==> src/rtl/itimer64_pkg.sv <==
package itimer64_pkg;

    localparam int PRES_W        = 4;
    localparam int CTRL_GO_BIT   = 0;
    localparam int CTRL_RST_BIT  = 8;
    localparam int MODE_LOOP_BIT = 0;
    localparam int MODE_SLOW_BIT = 3;
    localparam int MODE_DIV_LSB  = 8;

    typedef struct packed {
        logic [PRES_W-1:0] div;
        logic              slow;
        logic              loop;
    } mode_t;

    typedef enum logic [3:0] {
        SEL_NONE, SEL_CTRL, SEL_MODE, SEL_LIM_LO, SEL_LIM_HI,
        SEL_IEN, SEL_STAT, SEL_CNT_LO, SEL_CNT_HI
    } sel_t;

    function automatic sel_t decode_sel(input logic [7:0] off);
        case (off)
            8'h00:   return SEL_CTRL;
            8'h04:   return SEL_MODE;
            8'h08:   return SEL_LIM_LO;
            8'h0C:   return SEL_LIM_HI;
            8'h10:   return SEL_IEN;
            8'h1C:   return SEL_STAT;
            8'h20:   return SEL_CNT_LO;
            8'h24:   return SEL_CNT_HI;
            default: return SEL_NONE;
        endcase
    endfunction

endpackage

==> src/rtl/itimer64_srcsel.sv <==
module itimer64_srcsel
    import itimer64_pkg::*;
#(
    parameter int SYNC_N = 2
) (
    input  logic              clk,
    input  logic              rst,
    input  logic              slow_in,
    input  logic              use_slow,
    input  logic [PRES_W-1:0] div,
    input  logic              run,
    input  logic              clr,
    output logic              step
);

    logic [SYNC_N:0]   sync_q;
    logic [PRES_W-1:0] phase_q;
    logic              slow_tick;
    logic              src_tick;

    always_ff @(posedge clk) begin
        if (rst) sync_q <= '0;
        else     sync_q <= {sync_q[SYNC_N-1:0], slow_in};
    end

    assign slow_tick = sync_q[SYNC_N-1] & ~sync_q[SYNC_N];
    assign src_tick  = use_slow ? slow_tick : 1'b1;

    always_ff @(posedge clk) begin
        if (rst || clr || !run)  phase_q <= '0;
        else if (src_tick)       phase_q <= (phase_q == div) ? '0 : phase_q + 1'b1;
    end

    assign step = run & src_tick & (phase_q == div);

    // a synchronised edge yields a single tick
    a_r6_single_tick: assert property (@(posedge clk) disable iff (rst)
        slow_tick |=> !slow_tick);

endmodule

==> src/rtl/itimer64_core.sv <==
module itimer64_core #(
    parameter int CNT_W = 64
) (
    input  logic             clk,
    input  logic             rst,
    input  logic             step,
    input  logic             loop,
    input  logic             go,
    input  logic             kill,
    input  logic [CNT_W-1:0] limit,
    input  logic             stat_rd,
    output logic [CNT_W-1:0] cnt,
    output logic             run,
    output logic             stat
);

    logic hit;
    assign hit = step && (cnt == limit);

    always_ff @(posedge clk) begin
        if (rst || kill) begin
            cnt  <= '0;
            run  <= 1'b0;
            stat <= 1'b0;
        end else begin
            if (hit) begin
                cnt <= '0;
                if (!loop) run <= 1'b0;
            end else if (step) begin
                cnt <= cnt + CNT_W'(1);
            end
            if (go) run <= 1'b1;
            if (hit)          stat <= 1'b1;
            else if (stat_rd) stat <= 1'b0;
        end
    end

    // wrap returns the counter to zero
    a_r4_wrap_zero: assert property (@(posedge clk) disable iff (rst)
        hit |=> (cnt == '0));
    // one-shot halts after its wrap
    a_r4_oneshot_halt: assert property (@(posedge clk) disable iff (rst)
        (hit && !loop && !go && !kill) |=> !run);
    // a wrap beats a clearing read
    a_r8_set_beats_clear: assert property (@(posedge clk) disable iff (rst)
        (hit && !kill) |=> stat);
    // software reset clears everything
    a_r2_kill_clears: assert property (@(posedge clk) disable iff (rst)
        kill |=> (cnt == '0 && !run && !stat));

endmodule

==> src/rtl/itimer64.sv <==
module itimer64
    import itimer64_pkg::*;
#(
    parameter int ADDR_W = 8,
    parameter int WORD_W = 32,
    parameter int SYNC_N = 2
) (
    input  logic              clk,
    input  logic              rst,
    input  logic [ADDR_W-1:0] bus_addr,
    input  logic              bus_we,
    input  logic [WORD_W-1:0] bus_wdata,
    input  logic              bus_re,
    output logic [WORD_W-1:0] bus_rdata,
    input  logic              slow_clk,
    output logic              irq
);

    localparam int CNT_W = 2 * WORD_W;

    sel_t              sel;
    mode_t             mode_q;
    logic [CNT_W-1:0]  limit_q;
    logic [WORD_W-1:0] stage_q;
    logic [WORD_W-1:0] hi_cap_q;
    logic              ien_q;
    logic [CNT_W-1:0]  cnt;
    logic              run, stat, step;
    logic              go, kill, stat_rd, lo_rd;

    assign sel     = decode_sel(8'(bus_addr));
    assign go      = bus_we && sel == SEL_CTRL && bus_wdata[CTRL_GO_BIT];
    assign kill    = bus_we && sel == SEL_CTRL && bus_wdata[CTRL_RST_BIT];
    assign stat_rd = bus_re && sel == SEL_STAT;
    assign lo_rd   = bus_re && sel == SEL_CNT_LO;

    always_ff @(posedge clk) begin
        if (rst) begin
            mode_q   <= '0;
            limit_q  <= '1;
            stage_q  <= '0;
            hi_cap_q <= '0;
            ien_q    <= 1'b0;
        end else begin
            if (bus_we) begin
                case (sel)
                    SEL_MODE: mode_q <= '{div:  bus_wdata[MODE_DIV_LSB +: PRES_W],
                                          slow: bus_wdata[MODE_SLOW_BIT],
                                          loop: bus_wdata[MODE_LOOP_BIT]};
                    SEL_LIM_HI: stage_q <= bus_wdata;
                    SEL_LIM_LO: limit_q <= {stage_q, bus_wdata};
                    SEL_IEN:    ien_q   <= bus_wdata[0];
                    default: ;
                endcase
            end
            if (lo_rd) hi_cap_q <= cnt[CNT_W-1:WORD_W];
        end
    end

    itimer64_srcsel #(.SYNC_N(SYNC_N)) u_src (
        .clk      (clk),
        .rst      (rst),
        .slow_in  (slow_clk),
        .use_slow (mode_q.slow),
        .div      (mode_q.div),
        .run      (run),
        .clr      (kill),
        .step     (step)
    );

    itimer64_core #(.CNT_W(CNT_W)) u_core (
        .clk     (clk),
        .rst     (rst),
        .step    (step),
        .loop    (mode_q.loop),
        .go      (go),
        .kill    (kill),
        .limit   (limit_q),
        .stat_rd (stat_rd),
        .cnt     (cnt),
        .run     (run),
        .stat    (stat)
    );

    always_comb begin
        bus_rdata = '0;
        case (sel)
            SEL_MODE: begin
                bus_rdata[MODE_LOOP_BIT]               = mode_q.loop;
                bus_rdata[MODE_SLOW_BIT]               = mode_q.slow;
                bus_rdata[MODE_DIV_LSB +: PRES_W]      = mode_q.div;
            end
            SEL_LIM_LO: bus_rdata = limit_q[WORD_W-1:0];
            SEL_LIM_HI: bus_rdata = limit_q[CNT_W-1:WORD_W];
            SEL_IEN:    bus_rdata[0] = ien_q;
            SEL_STAT:   bus_rdata[0] = stat;
            SEL_CNT_LO: bus_rdata = cnt[WORD_W-1:0];
            SEL_CNT_HI: bus_rdata = hi_cap_q;
            default: ;
        endcase
    end

    assign irq = stat & ien_q;

    // captured high word only moves on a low-word read
    a_r7_capture_hold: assert property (@(posedge clk) disable iff (rst)
        !lo_rd |=> $stable(hi_cap_q));

endmodule

==> config.mk <==
export PLATFORM = sky130hd
export DESIGN_NAME = itimer64
export DESIGN_NICKNAME = d
export VERILOG_FILES = /design/src/rtl/itimer64_pkg.sv /design/src/rtl/itimer64_srcsel.sv /design/src/rtl/itimer64_core.sv /design/src/rtl/itimer64.sv
export SDC_FILE = /design/constraint.sdc
export NUM_CORES = 1
export LEC_CHECK = 0
export BUFFER_PORTS_ARGS = -buffer_cell sky130_fd_sc_hd__buf_2
export CAP_MARGIN = 20
export CELL_PAD_IN_SITES_DETAIL_PLACEMENT = 1
export CELL_PAD_IN_SITES_GLOBAL_PLACEMENT = 1
export CORE_MARGIN = 10
export CORE_UTILIZATION = 45
export DETAILED_ROUTE_END_ITERATION = 16
export HOLD_SLACK_MARGIN = 0.03
export PLACE_DENSITY_LB_ADDON = 0.2
export SETUP_SLACK_MARGIN = 0.02
export SLEW_MARGIN = 0
export SYNTH_ARGS = -nofsm -noshare
export SYNTH_HDL_FRONTEND = slang
export SYNTH_SLANG_ARGS = --single-unit
==> constraint.sdc <==
create_clock -name clk -period 2.49 [get_ports clk]
set_input_delay 0.249 -clock clk [delete_from_list [all_inputs] [get_ports clk]]
set_output_delay 0.249 -clock clk [all_outputs]
set_load 0.02 [all_outputs]
# Word-level counts from Yosys, hierarchy flattened
# Cells that the tools add are included.
# W data, S select, Z words.
dict set report word_totals {
  regBits 208
  inputBits 45
  word_cells 69
}
dict set report classes {
  addsub 2
  n_eq_ne 18
  mux 14
  bitwise_logic 5
  reduce_logical 18
}
# cell count
set ops {}
lappend ops {{$pmux W20 S4} 1}
lappend ops {{$add A64 B1 Y64 const B} 1}
lappend ops {{$eq A64 B64 Y1} 1}
lappend ops {{$pmux W4 S8} 1}
lappend ops {{$pmux W4 S5} 1}
lappend ops {{$eq A4 B3 Y1 const B} 4}
lappend ops {{$eq A8 B4 Y1 const B} 2}
lappend ops {{$eq A8 B5 Y1 const B} 2}
lappend ops {{$eq A8 B6 Y1 const B} 2}
lappend ops {{$pmux W4 S4} 1}
lappend ops {{$reduce_and A2 Y1} 5}
lappend ops {{$eq A4 B2 Y1 const B} 2}
lappend ops {{$eq A8 B3 Y1 const B} 1}
lappend ops {{$logic_not A8 Y1} 1}
lappend ops {{$pmux W2 S4} 1}
lappend ops {{$pmux W1 S7} 1}
lappend ops {{$logic_and A1 B1 Y1} 6}
lappend ops {{$mux W1} 6}
lappend ops {{$pmux W1 S5} 1}
lappend ops {{$add A4 B1 Y4 const B} 1}
lappend ops {{$and A1 B1 Y1} 4}
lappend ops {{$eq A4 B1 Y1 const B} 1}
lappend ops {{$eq A4 B4 Y1} 1}
lappend ops {{$eq A4 B4 Y1 const B} 1}
lappend ops {{7 further kinds} 9}

# Logic depth before layout (Yosys ltp)
dict set report logic_depth {
  ltp_word 8
  ltp_mapped 9
  mapped_depth_nobuf 6
}

# Modules after synthesis
# A second synthesis with hierarchy kept.
dict set report unflattened {
  cells_unflattened 1243
  hier_area_um2 10050.9
}
# mod instances cells_per_inst area_per_inst_um2
set modules_own_cells {}
lappend modules_own_cells {itimer64 1 736 5833.1}
lappend modules_own_cells {itimer64_core 1 468 3882.5}
lappend modules_own_cells {itimer64_srcsel 1 39 335.3}

# Least setup slack after synthesis
# OpenSTA, ideal clock, no wires.
dict set report synth_timing {
  kind {input port to output port}
  startpoint {in bus_addr[7]}
  endpoint {out bus_rdata[10]}
  arrival_time_ps 1996
  t_required_ps 2241
  setup_slack_ps 245
  path_stages 6
  n_path_buf 1
  path_cell_list {or4_4 > or3b_1 > nor2_1 > clkbuf_1 > a222oi_1 > nand2_1}
}
dict set report synth_between {
  elab_chain_len 4
  word_cells_on_any_way 15
  classes_between {eq/ne (12); mux (2); reduce/logical (1)}
}
# element line
set synth_lines {}
lappend synth_lines {{start, declared} itimer64.sv:10} ;# input logic [ADDR_W-1:0] bus_addr,
lappend synth_lines {{$eq A8 B6 Y1, or another cell as far along} itimer64_pkg.sv:22} ;# case (off)
lappend synth_lines {{$pmux W4 S8 *} itimer64_pkg.sv:22}
lappend synth_lines {{$eq A4 B4 Y1, or another cell as far along} itimer64.sv:87} ;# case (sel)
lappend synth_lines {{$pmux W4 S5 *} itimer64.sv:87}
lappend synth_lines {{end, declared} itimer64.sv:14} ;# output logic [WORD_W-1:0] bus_rdata,
# Mark *: on every way between the ends. The rest lies on a longest branch, timed or not.

# Worst setup path in the final report
dict set report layout_timing {
  startpoint {in bus_addr[7]}
  endpoint {out bus_rdata[15]}
}
dict set report layout_between {
  elab_chain_len 4
  word_cells_on_any_way 14
  classes_between {eq/ne (11); mux (2); reduce/logical (1)}
}
# element line
set layout_lines {}
lappend layout_lines {{$eq A8 B6 Y1, or another cell as far along} itimer64_pkg.sv:22}
lappend layout_lines {{$pmux W4 S8 *} itimer64_pkg.sv:22}
lappend layout_lines {{$eq A4 B4 Y1, or another cell as far along} itimer64.sv:87}
lappend layout_lines {{$pmux W20 S4 *} itimer64.sv:87}
# Marks and branches as above.

==> flow_summary_export.csv <==
group,metric,value,unit
layout,mostFrequentLayoutCell,"nand2_1",
floorplan,start_util,45.67,%
grt,grt_overflow,0,
synth,syn_nets,1298,
clock_tree,cts_root_buf,"clkbuf_16",
grt,grt_usage,25.54,%
floorplan,core,21820,um^2
power,power_density,559.8,nW/um^2
layout,syn_to_final_growth,23.52,%
worst_setup_path,worstReg2RegEnd,"u_core.cnt[63]$_SDFFE_PP0P_",
detailed_routing,drtIter0Drc,1369,
worst_setup_path,ff2ff_path_depth,8,
placed_design,post-dp-hpwl,27160,um
detailed_routing,drcViolationCount,0,
detailed_routing,drt_pre_antenna_iters,9,
worst_setup_path,crit_path_top_delay_cell,"or4_4",
worst_setup_path,worstPathRequired,2240,ps
synth,ys_types,50,
clock_tree,numCtsBuffers,24,
detailed_routing,antenna_left,0,
floorplan,die_y,168.8,um
grt,antenna_found_initial,0,
synth,synth-seq-cells,208,
worst_setup_path,crit_path_end_kind,"output port",
worst_setup_path,worst-path-max-fanout,32,
synth,synth_cells,1251,
power,leakage,4.745,nW
worst_setup_path,cp_top_family,"simple AND/OR/NAND/NOR gates",
detailed_routing,routed_wl,37450,um
synth,synth_compound_area_share,8.423,%
sta,hold_ws,42.12,ps
hold_path,holdCritPathClass,"input pin to register",
synth,syn_avg_cell_area,7.967,um^2
worst_setup_path,r2r_start,"u_src.phase_q[2]$_SDFFE_PP0N_",
hold_path,min_to,"stage_q[0]$_SDFFE_PP0P_",
floorplan,die_w,168.8,um
power,pwr-share-clk,48.3,%
synth,ys_seq_area_share,41.78,%
synth,mappedNetlistArea,9967,um^2
layout,layout-drive-gt1-share,17.03,%
floorplan,dieArea,28500,um^2
floorplan,rows,54,
worst_setup_path,critPathBufInv,3,
synth,muxShareOfSynthArea,0.2009,%
synth,synth-async-reset-ratio,0,%
sta,hold_violations,0,
sta,final.min_clock_period,2393,ps
job,drv_cap,0,
clock_tree,clk_pin_slew_worst_paths,60,ps
worst_setup_path,path_class,"input pin to output port",
grt,grt_pass1_wl,58060,um
clock_tree,clock_latency,520,ps
power,p_int,0.005380,W
worst_setup_path,crit_path_frequent_cell,"nand2_1",
power,sw_frac_of_total,21.94,%
worst_setup_path,cpPeakStageDelay,550,ps
worst_setup_path,r2r_slack,220,ps
clock_tree,h-tree-depth,1,
sta,worstMarginPinSlew,555.7,ps
power,seqPwrFrac,48.4,%
clock_tree,cts_tree,"done",
layout,nets,1455,
hold_path,holdPathStages,3,
worst_setup_path,cp.arrival,2140,ps
placed_design,routabilityCongestion,0.9607,
sta,finalSetupViolCount,0,
synth,synthXorXnorAreaFrac,11.51,%
detailed_routing,viasPerCell,5.761,
floorplan,io_pins,78,
sta,slew_headroom,62.96,%
synth,synth-simple-area-share,32.35,%
power,p_switching,0.001512,W
synth,synth_top_flop_cell,"dfxtp_1",
grt,first_global_vias,9900,
worst_setup_path,crit_chain,"buf_2 -> or4_4 -> or3_4 -> nor2_2 -> buf_12 -> nand2_1 -> nand2_1 -> buf_4",
detailed_routing,avgRoutedWirePerCell,22.02,um
detailed_routing,via_count,9799,
sta,post-route-period-util,96.09,%
placed_design,port_buffers,77,
sta,rsz0062_at_grt,"false",
synth,synth_adder_area_share,0.2511,%
clock_tree,clk_path_buf_depth,3,
run_status,outcome,"finished, final reports clean",
power,power,0.006892,W
synth,synth_edf_count,0,
synth,synth_warnings,0,
layout,layout_common_cells,"352 x nand2_1, 208 x dfxtp_1, 124 x xnor2_1, 103 x buf_4, 90 x nor2_1",
worst_setup_path,cp-start-kind,"input pin",
grt,grt_max_degree,139,
sta,setup-tns-final,0,ps
sta,max_freq,418.0,MHz
sta,final-max-slew-violation-count,0,
power,p_comb_share,3.4,%
clock_tree,cts.sink_count,208,
synth,synth_top_family_by_area,"simple AND/OR/NAND/NOR gates",
layout,antenna_cells,0,
hold_path,hp-start,"bus_wdata[0]",
sta,finClkSkew,8.627,ps
power,ir_drop,0.0004461,V
==> worst max-delay path by stage <==
| stage | start | to | slack (ps) | cells after the start |
|---|---|---|---|---|
| after floorplan | bus_addr[7] | bus_rdata[10] | 240 | 6 |
| after global placement | bus_addr[7] | limit_q[37]$_SDFFE_PP1P_ | 100 | 9 |
| after detailed placement | bus_addr[7] | hi_cap_q[25]$_SDFFE_PP0P_ | 40 | 9 |
| after CTS | bus_addr[7] | bus_rdata[0] | 100 | 8 |
| after global routing | bus_addr[7] | bus_rdata[15] | 40 | 8 |
| final | bus_addr[7] | bus_rdata[15] | 100 | 8 |
==> power groups by stage <==
stage | combinational [W] | clock [W] | sequential (W)
floorplan | 0.0000946 | 0 | 0.00341
global placement | 0.000191 | 0 | 0.00341
detailed placement | 0.000192 | 0 | 0.00341
CTS | 0.000230 | 0.00337 | 0.00333
global route | 0.000250 | 0.00350 | 0.00333
finish | 0.000233 | 0.00333 | 0.00333
==> cells in the mapped netlist, types with 4 or more instances <==
cell / instances / area (um^2)
buf_4: 5 / 37.54
nor3_1: 17 / 85.08
nand2b_1: 6 / 37.54
inv_1: 13 / 48.80
dfxtp_1: 208 / 4164
xnor2_1: 124 / 1086
xor2_1: 7 / 61.31
o21ai_0: 4 / 20.02
nand3_1: 31 / 155.2
clkbuf_1: 59 / 221.5
nand2_1: 352 / 1321
a22oi_1: 6 / 45.04
buf_2: 13 / 65.06
and2_1: 8 / 50.05
a222oi_1: 31 / 310.3
nor2_1: 92 / 345.3
nand3b_1: 65 / 488.0
buf_6: 15 / 168.9
nor4_1: 37 / 231.5
a21oi_1: 75 / 375.4
nand4_1: 37 / 231.5
and3_1: 7 / 43.79
==> sequential cells by signal, indices dropped and copies added (netlist names) <==
signal	count
u_core.run	1
u_src.sync_q	3
mode_q	6
limit_q	64
u_core.cnt	64
hi_cap_q	32
u_core.stat	1
u_src.phase_q	4
ien_q	1
stage_q	32
==> per-stage QoR <==
| step | instance area [um^2] | setup slack (ps) | std cells | utilization [%] |
|---|---|---|---|---|
| 2_1_floorplan | 9967 | 244.7 | 1251 | - |
| 3_3_place_gp | 11270 | 98.95 | 1631 | 51.66 |
| 3_5_place_dp | 11270 | 41.66 | 1631 | 51.66 |
| 4_1_cts | 12310 | 100.3 | 1701 | 56.39 |
| 5_1_grt | 12310 | 36.49 | 1701 | 56.42 |
| 6_report | 12310 | 97.40 | 1701 | 56.42 |
==> cell type report <==
| cell class | count | area, um^2 |
|---|---|---|
| fillers | 2655 | 9512 |
| multi-input cells | 937 | 5268 |
| flip-flops and latches | 208 | 4164 |
| repair buffers | 224 | 1759 |
| clock buffers | 36 | 706.9 |
| well taps | 280 | 350.3 |
| inverters | 13 | 48.80 |
| clock inverters | 3 | 15.01 |
==> worst min-delay path, stage by stage <==
cell     delay [ps]
buf_2           140
nand2_1          70
a21oi_1          50
==> cell families (layout without fill, tap and decap cells) <==
group | after synthesis | in the layout
compound gates | 126 | 126
flops | 208 | 208
fa+ha+maj | 2 | 2
buf+inv | 106 | 276
mux | 2 | 2
xor+xnor | 131 | 131
simple gates | 676 | 676
==> per-layer routing <==
metal | GRT usage (%) | vias up | wire (um)
met2 | 38.93 | 393 | 16400
met1 | 36.56 | 4791 | 16770
li1 | - | 4552 | -
met3 | 4.331 | 63 | 3387
met5 | 0 | - | 0
met4 | 6.207 | 0 | 885
==> repair_timing <==
item                                    in CTS  in global routing
gates resized for setup                      0                  2
buffers inserted                             0                  0
hold endpoints to repair                    63                  0
endpoints found under the setup margin       0                  1
hold buffers                                31                  0
Note: power is estimated with default switching activity, not from simulation.
